File: src/rtl/svf_pkg.sv
package svf_pkg;
  typedef enum logic [1:0] {
    STD_HI  = 2'd0,
    STD_LO1 = 2'd1,
    STD_LO2 = 2'd2,
    STD_LO3 = 2'd3
  } ref_std_e;

  // Fixed disabled-state overvoltage ceiling per reference standard
  function automatic int unsigned idle_ov_limit(ref_std_e s, int unsigned hi_mv, int unsigned lo_mv);
    return (s == STD_HI) ? hi_mv : lo_mv;
  endfunction
endpackage

File: src/rtl/svf_compare.sv
module svf_compare
  import svf_pkg::*;
#(
  parameter int W          = 12,
  parameter int UV_PCT     = 82,
  parameter int UV_HYS_PCT = 3,
  parameter int OV_OFS     = 150,
  parameter int OV_HYS     = 50,
  parameter int OV_IDLE_HI = 1970,
  parameter int OV_IDLE_LO = 1670,
  parameter int OS_MARGIN  = 1000
) (
  input  logic         en,
  input  ref_std_e     std,
  input  logic [W-1:0] vsen,
  input  logic [W-1:0] vref,
  input  logic [W-1:0] isum,
  input  logic [W-1:0] ocset,
  input  logic [W-1:0] iref,
  input  logic [W-1:0] vdiff,
  output logic         uv_set,
  output logic         uv_rel,
  output logic         ov_set,
  output logic         ov_rel,
  output logic         oc_set,
  output logic         os_set
);
  localparam int PW = W + 8;
  localparam int SW = W + 2;

  logic [PW-1:0] vs_scaled, uv_lo, uv_hi;
  logic [SW-1:0] ov_on, ov_off, idle_lim;

  assign vs_scaled = PW'(vsen) * PW'(100);
  assign uv_lo     = PW'(vref) * PW'(UV_PCT);
  assign uv_hi     = PW'(vref) * PW'(UV_PCT + UV_HYS_PCT);
  assign uv_set    = vs_scaled < uv_lo;
  assign uv_rel    = vs_scaled >= uv_hi;

  assign idle_lim  = SW'(idle_ov_limit(std, OV_IDLE_HI, OV_IDLE_LO));
  assign ov_on     = en ? (SW'(vref) + SW'(OV_OFS)) : idle_lim;
  assign ov_off    = ov_on - SW'(OV_HYS);
  assign ov_set    = SW'(vsen) > ov_on;
  assign ov_rel    = SW'(vsen) < ov_off;

  assign oc_set    = en && (isum > ocset);
  assign os_set    = SW'(iref) > (SW'(vdiff) + SW'(OS_MARGIN));
endmodule

File: src/rtl/svf_debounce.sv
module svf_debounce #(
  parameter bit LATCH = 1'b0
) (
  input  logic clk,
  input  logic rst,
  input  logic flush,
  input  logic set_c,
  input  logic rel_c,
  output logic flag,
  output logic flag_nx
);
  logic set_q, rel_q;

  always_comb begin
    flag_nx = flag;
    if (flush)
      flag_nx = 1'b0;
    else if (!flag && set_c && set_q)
      flag_nx = 1'b1;
    else if (flag && !LATCH && rel_c && rel_q)
      flag_nx = 1'b0;
  end

  always_ff @(posedge clk) begin
    if (rst) begin
      flag  <= 1'b0;
      set_q <= 1'b0;
      rel_q <= 1'b0;
    end else begin
      flag  <= flag_nx;
      set_q <= flush ? 1'b0 : set_c;
      rel_q <= flush ? 1'b0 : rel_c;
    end
  end


  two_sample_chk: assert property (@(posedge clk) disable iff (rst)
    $rose(flag) |-> $past(set_c));

  generate
    if (LATCH) begin : g_latched

      latch_hold_chk: assert property (@(posedge clk) disable iff (rst)
        $fell(flag) |-> $past(flush));
    end
  endgenerate
endmodule

File: src/rtl/svf_top.sv
module svf_top
  import svf_pkg::*;
#(
  parameter int W          = 12,
  parameter int UV_PCT     = 82,
  parameter int UV_HYS_PCT = 3,
  parameter int OV_OFS     = 150,
  parameter int OV_HYS     = 50,
  parameter int OV_IDLE_HI = 1970,
  parameter int OV_IDLE_LO = 1670,
  parameter int OS_MARGIN  = 1000
) (
  input  logic         clk,
  input  logic         rst,
  input  logic         en,
  input  logic         ss_done,
  input  logic [1:0]   ref_std,
  input  logic [W-1:0] vsen_code,
  input  logic [W-1:0] vref_code,
  input  logic [W-1:0] isum_code,
  input  logic [W-1:0] ocset_code,
  input  logic [W-1:0] iref_code,
  input  logic [W-1:0] vdiff_code,
  output logic         pgood,
  output logic         uv_flag,
  output logic         ov_flag,
  output logic         oc_flag,
  output logic         osense_flag,
  output logic         lo_clamp
);
  logic uv_s, uv_r, ov_s, ov_r, oc_s, os_s;
  logic en_q, rearm;
  logic uv_nx, ov_nx, oc_nx, os_nx, cl_nx;

  svf_compare #(
    .W(W), .UV_PCT(UV_PCT), .UV_HYS_PCT(UV_HYS_PCT), .OV_OFS(OV_OFS),
    .OV_HYS(OV_HYS), .OV_IDLE_HI(OV_IDLE_HI), .OV_IDLE_LO(OV_IDLE_LO),
    .OS_MARGIN(OS_MARGIN)
  ) u_cmp (
    .en(en), .std(ref_std_e'(ref_std)), .vsen(vsen_code), .vref(vref_code),
    .isum(isum_code), .ocset(ocset_code), .iref(iref_code), .vdiff(vdiff_code),
    .uv_set(uv_s), .uv_rel(uv_r), .ov_set(ov_s), .ov_rel(ov_r),
    .oc_set(oc_s), .os_set(os_s)
  );

  assign rearm = en && !en_q;

  always_ff @(posedge clk) begin
    if (rst) en_q <= 1'b0;
    else     en_q <= en;
  end

  svf_debounce #(.LATCH(1'b0)) u_uv (
    .clk(clk), .rst(rst), .flush(!(en && ss_done)), .set_c(uv_s), .rel_c(uv_r),
    .flag(uv_flag), .flag_nx(uv_nx));

  svf_debounce #(.LATCH(1'b1)) u_ov (
    .clk(clk), .rst(rst), .flush(rearm), .set_c(ov_s), .rel_c(1'b0),
    .flag(ov_flag), .flag_nx(ov_nx));

  svf_debounce #(.LATCH(1'b0)) u_clamp (
    .clk(clk), .rst(rst), .flush(rearm), .set_c(ov_s), .rel_c(ov_r),
    .flag(lo_clamp), .flag_nx(cl_nx));

  svf_debounce #(.LATCH(1'b1)) u_oc (
    .clk(clk), .rst(rst), .flush(rearm), .set_c(oc_s), .rel_c(1'b0),
    .flag(oc_flag), .flag_nx(oc_nx));

  svf_debounce #(.LATCH(1'b0)) u_os (
    .clk(clk), .rst(rst), .flush(!en), .set_c(os_s), .rel_c(!os_s),
    .flag(osense_flag), .flag_nx(os_nx));

  always_ff @(posedge clk) begin
    if (rst) pgood <= 1'b0;
    else     pgood <= en && ss_done && !(uv_nx || ov_nx || oc_nx || os_nx);
  end


  pgood_ss_chk: assert property (@(posedge clk) disable iff (rst)
    pgood |-> $past(ss_done && en));


  pgood_fault_chk: assert property (@(posedge clk) disable iff (rst)
    pgood |-> !(uv_flag || ov_flag || oc_flag || osense_flag));


  clamp_ov_chk: assert property (@(posedge clk) disable iff (rst)
    $rose(lo_clamp) |-> ov_flag);

  // cl_nx is consumed only through the clamp register
  logic unused_ok;
  assign unused_ok = cl_nx;
endmodule

File: config.mk
export PLATFORM = sky130hd
export DESIGN_NAME = svf_top
export DESIGN_NICKNAME = d
export VERILOG_FILES = /design/src/rtl/svf_pkg.sv /design/src/rtl/svf_compare.sv /design/src/rtl/svf_debounce.sv /design/src/rtl/svf_top.sv
export SDC_FILE = /design/constraint.sdc
export NUM_CORES = 1
export LEC_CHECK = 0
export CORE_ASPECT_RATIO = 1.5
export CORE_MARGIN = 8
export CORE_UTILIZATION = 58
export CTS_CLUSTER_DIAMETER = 120
export DETAILED_ROUTE_END_ITERATION = 7
export GPL_TIMING_DRIVEN = 0
export PLACE_DENSITY = 0.85
export SLEW_MARGIN = 25
export SYNTH_ARGS = -nofsm -noshare
export SYNTH_HDL_FRONTEND = slang
export SYNTH_HIERARCHICAL = 1
export SYNTH_SLANG_ARGS = --single-unit
File: constraint.sdc
create_clock -name clk -period 7.9 [get_ports clk]
set_input_delay 1.58 -clock clk [delete_from_list [all_inputs] [get_ports clk]]
set_output_delay 1.58 -clock clk [all_outputs]
set_load 0.05 [all_outputs]
* Word-level counts from Yosys, hierarchy flattened
Index checks and enable logic that the tools add are counted.
** Cells by class
- Multiplexer cells :: 14
- Order comparisons :: 6
- Reduce and logical (&&, ||, !) cells :: 36
- Multiply operators :: 3
- Add/subtract/negate cells :: 3
- Bitwise gates (word level) :: 2
** Operators with widths (count)
- $gt 12x14->1 :: 2
- $logic_and 1x1->1 :: 20
- $ge 19x19->1 :: 1
- $lt 19x19->1 :: 1
- $mul 12x7->19 const B :: 1
- $mul 12x6->18 const B :: 1
- $mul 12x5->17 const B :: 1
- $lt 12x14->1 :: 1
- $mux 14 :: 1
- $sub 14x6->14 const B :: 1
- $add 12x10->13 const B :: 1
- $add 12x8->13 const B :: 1
- $gt 12x12->1 :: 1
- $mux 1 :: 12
- $mux 9 :: 1
- $logic_not 1->1 :: 8
- $reduce_or 2->1 :: 3
- $logic_or 1x1->1 :: 3
- $logic_not 2->1 :: 1
- $not 1->1 :: 2
- $reduce_bool 2->1 :: 1
** Storage, ports and cells
- Bits of input ports :: 78
- Word-level logic and storage cells :: 78
- Register bits after elaboration :: 14

* Depth between registers and ports, before layout
- Depth in word-level cells :: 13
- Mapped depth :: 24
- Gate-level depth less buffers :: 24

* Modules after synthesis
The synthesis kept the hierarchy.
** By module, submodules not included
- svf_compare :: instances 1, cells an instance 710, area an instance 5791.8 sq um, sequential area each 0.0 sq um
- svf_debounce (u_clamp ...) :: instances 3, cells an instance 9, area an instance 108.9 sq um, sequential area each 60.1 sq um
- svf_debounce (u_oc ...) :: instances 2, cells an instance 6, area an instance 75.1 sq um, sequential area each 40.0 sq um
- svf_top :: instances 1, cells an instance 10, area an instance 81.3 sq um, sequential area each 40.0 sq um

* Least setup slack after synthesis
Ideal clock, no wire load.
- Path type :: input port to flip-flop
- Start point :: input port vref_code[1]
- End point :: register pgood
- Slack :: 1.377 ns
- Library setup time :: 0.088 ns
- Stages :: 23
- Arrival :: 6.435 ns
- Data required time :: 7.812 ns
- Buffers on the path :: 0
- Cells stage by stage :: ha_1 > fa_1 > ha_1 > inv_1 > fa_1 > inv_1 > ha_1 > nand3_1 > a21oi_1 > o32a_2 > and4_4 > a2111oi_4 > a21oi_2 > xnor2_1 > ha_1 > nand2_1 > nor3_1 > a21oi_1 > o211ai_1 > and3_4 > nor3_1 > or3_1 > nor4_2
** On the way
- Longest elaborated chain between the ends :: 12
- Elaborated cells between the ends (all ways) :: 23
** Ends and longest elaborated chain
- start, declared :: RTL line svf_top.sv:19 : input logic [W-1:0] vref_code,
- $mul 12x7->19 :: RTL line svf_compare.sv:36 : assign uv_hi = PW'(vref) * PW'(UV_PCT + UV_HYS_PCT);
- $ge 19x19->1 :: RTL line svf_compare.sv:38 : assign uv_rel = vs_scaled >= uv_hi;
- named net uv_r :: RTL line svf_top.sv:31 : logic uv_s, uv_r, ov_s, ov_r, oc_s, os_s;
- $logic_and 1x1->1 (2 in series) :: RTL line svf_debounce.sv:20 : else if (flag && !LATCH && rel_c && rel_q)
- $mux 1 :: RTL line svf_debounce.sv:20
- $mux 1 :: RTL line svf_debounce.sv:18 : else if (!flag && set_c && set_q)
- $mux 1 :: RTL line svf_debounce.sv:16 : if (flush)
- named net uv_nx :: RTL line svf_top.sv:33 : logic uv_nx, ov_nx, oc_nx, os_nx, cl_nx;
- $logic_or 1x1->1 (3 in series) :: RTL line svf_top.sv:75 : else pgood <= en && ss_done && !(uv_nx || ov_nx || oc_nx || os_nx);
- $logic_not 1->1 :: RTL line svf_top.sv:75
- $logic_and 1x1->1 :: RTL line svf_top.sv:75
- end signal, assigned :: RTL line svf_top.sv:75
- end, declared :: RTL line svf_top.sv:24 : output logic pgood,
The timed path passes the listed nets, and every way through them passes these cells.
A chain may end at the register's enable or synchronous reset.

* Final worst setup path
- Start point :: input port vref_code[3]
- End point :: register pgood
Same word-level chain as after synthesis.

==> summary.md <==
| Metric | Value |
|---|---|
| Status | completed |
| Critical-path cell list | clkdlybuf4s50_1 -> ha_1 -> fa_1 -> ha_1 -> inv_1 -> fa_1 -> inv_1 -> ha_1 -> nand3_1 -> a21oi_1 -> o32a_2 -> and4_4 -> a2111oi_4 -> a21oi_2 -> xnor2_1 -> ha_1 -> nand2_1 -> nor3_1 -> a21oi_1 -> o211ai_1 -> and3_4 -> nor3_1 -> or3_1 -> nor4_2 |
| Worst-path fanout max | 7 |
| Layout cell share with drive strength beyond 1 | 3.791% |
| Die X | 101.4 um |
| DR pass1 iterations | 4 |
| Worst slew pin tran | 0.7229 ns |
| TritonCTS Buffers | 3 |
| Met1 WL | 5.817 mm |
| Leak | 3.761 nW |
| Std-Cell Core Area | 10,820 sq um |
| Largest net degree at the start of global routing | 16 |
| Max cap viols | 0 |
| Clock Sinks | 15 |
| Critical path class | input port to register |
| Die ar. | 14,600 sq um |
| Worst relative slew slack | 51.48% |
| DRT antenna net count | 0 |
| First-pass GRT wire length | 24.25 mm |
| IO Port Bufs | 83 |
| Critical path's slowest cell | clkdlybuf4s50_1 |
| Worst hold path type | register to register |
| CP arrival | 7.76 ns |
| Post-Synthesis Cells | 757 |
| PwrDens | 171.2 nW/um^2 |
| Dpl cells | 987 |
| Met3 wire length | 499 um |
| CP top delay family | adder cells |
| Antenna violations before repair | 0 |
| Critical path buffers and inverters | 3 |
| CTS clk-pin slew, worst paths | 0.05 ns |
| Worst-Skew Late Latency | 0.25 ns |
| Rows | 47 |
| Die Ht | 144.1 um |
| Final Net Count | 1,147 |
| Clock skew | 0.004388 ns |
| Layout area overhead | 17.27% |
| Vias | 5,570 |
| Synth warn | 6 |
| Routability Congestion | 0.9191 |
| Most used cell, CP | ha_1 |
| GRT overflow | 0 |
| Max Buffers Root-to-Sink | 2 |
| Final Core Density | 68.72% |
| Max Clock Freq | 131.3 MHz |
| Initial DRC Count | 170 |
| Initial core utilization | 58.60% |
| Top-level I/O count | 84 |
| Max-slew violation count | 0 |
| WL final | 14.80 mm |
| WL met2 | 8.135 mm |
| Post-CTS sizing | 0 |
| Delay of the slowest critical-path stage | 0.69 ns |
| Fin cells | 991 |
| Crit end category | register |
| Post-CTS Setup Bufs | 0 |
| Final min period | 7.619 ns |
| Max layer used | met4 |
| Sum Neg Setup Slack | 0 ns |
| CP required | 8.04 ns |
| Cell area after synthesis | 6341 sq um |
| Startpoint types | input port |
| Hold_buf cts | 0 |
| Final setup vio count | 0 |
| Vias in the first global route | 5,561 |
| Drc violations | 0 |
| Diodes inserted | 0 |
| RSZ-0062 raised after global routing | no |
| Syn nets | 1,059 |
| Total track usage | 20.25% |
| Tcrit/Tclk final | 96.44% |
| Mean area per synthesized cell | 8.377 sq um |
| H-tree levels | 1 |
| CTS tree | done |
| Root buf cell | clkbuf_16 |
| Routed len/inst | 14.93 um |
| Hold WS | 0.5200 ns |
| Post-detail-place hpwl | 13.04 mm |
| Vias per cell | 5.621 |
| Peak supply drop | 0.0001284 V |
| Final hold vios | 0 |
[power by group]
group	leakage [nW]	total [W]	switching [W]	internal (W)
logic	3.60	0.00109	0.000587	0.000504
clock network	0.0409	0.000100	0.0000323	0.0000677
registers	0.122	0.0000817	0.00000152	0.0000802
[metal layers]
layer	track usage, %	vias to the layer above
met5	0	-
met4	5.516	0
met3	1.976	23
met2	40.06	86
met1	21.69	2625
li1	-	2836
[worst paths after layout]
check	from	endpoint	slack [ns]	cells after the start
setup reg to reg	en_q	pgood	6.23	4
hold / removal	u_oc/set_q	u_oc/flag	0.52	2
hold reg to reg	u_oc/set_q	u_oc/flag	0.52	2
setup / recovery	vref_code[3]	pgood	0.28	24
[state kept, by name, summed over array words and instances, names as in the netlist]
name / flops
en_q: 1
pgood: 1
u_clamp/flag: 1
u_clamp/rel_q: 1
u_clamp/set_q: 1
u_oc/flag: 1
u_oc/set_q: 1
u_os/flag: 1
u_os/rel_q: 1
u_os/set_q: 1
u_ov/flag: 1
u_ov/set_q: 1
u_uv/flag: 1
u_uv/rel_q: 1
u_uv/set_q: 1
[cell usage in the layout, fill, tap and decap left out, types with 3 or more instances in the layout]
master             n
a2111oi_0          5
a211o_1            3
a211oi_1           3
a21boi_0           4
a21o_1            17
a21oi_1           50
a21oi_2            3
and2_1             3
and3_1             6
and3_4             3
clkbuf_16          3
clkdlybuf4s50_1   83
dfxtp_1           15
fa_1              31
ha_1             193
inv_1            125
nand2_1           27
nand2b_1          13
nand3_1           10
nand4_1           12
nor2_1            41
nor2b_1           15
nor3_1            17
nor3b_1            8
nor4_2             4
o211ai_1           5
o21a_1             9
o21ai_0           28
o21ai_1            3
o21bai_1           3
o31ai_1            3
or2_2              3
or3_1              6
xnor2_1           34
xor2_1            20
[through the flow]
step	setup WS (ns)	power, W	area [sq um]
after floorplan	1.377	0.0009055	6341
after global placement	0.2222	0.001136	7356
after detailed placement	0.07832	0.001168	7356
after CTS	0.3061	0.001276	7436
after global routing	0.04064	0.001435	7436
final	0.2814	0.001273	7436
[worst min-delay path: stages (launching register included)]
cell and delay [ns]:
dfxtp_1 0.32, a21oi_2 0.06, nor3_2 0.09
[final cells by class]
class                   count  area [sq um]
flip-flops and latches     15         300.3
inverters                 125         469.2
clock inverters             1         5.005
fillers                   929          3385
repair buffers             83         830.8
multi-input cells         616          5568
plain buffers               1         3.754
well taps                 147         183.9
clock buffers               3         75.07
No activity file was read; power rests on OpenSTA's default activity.
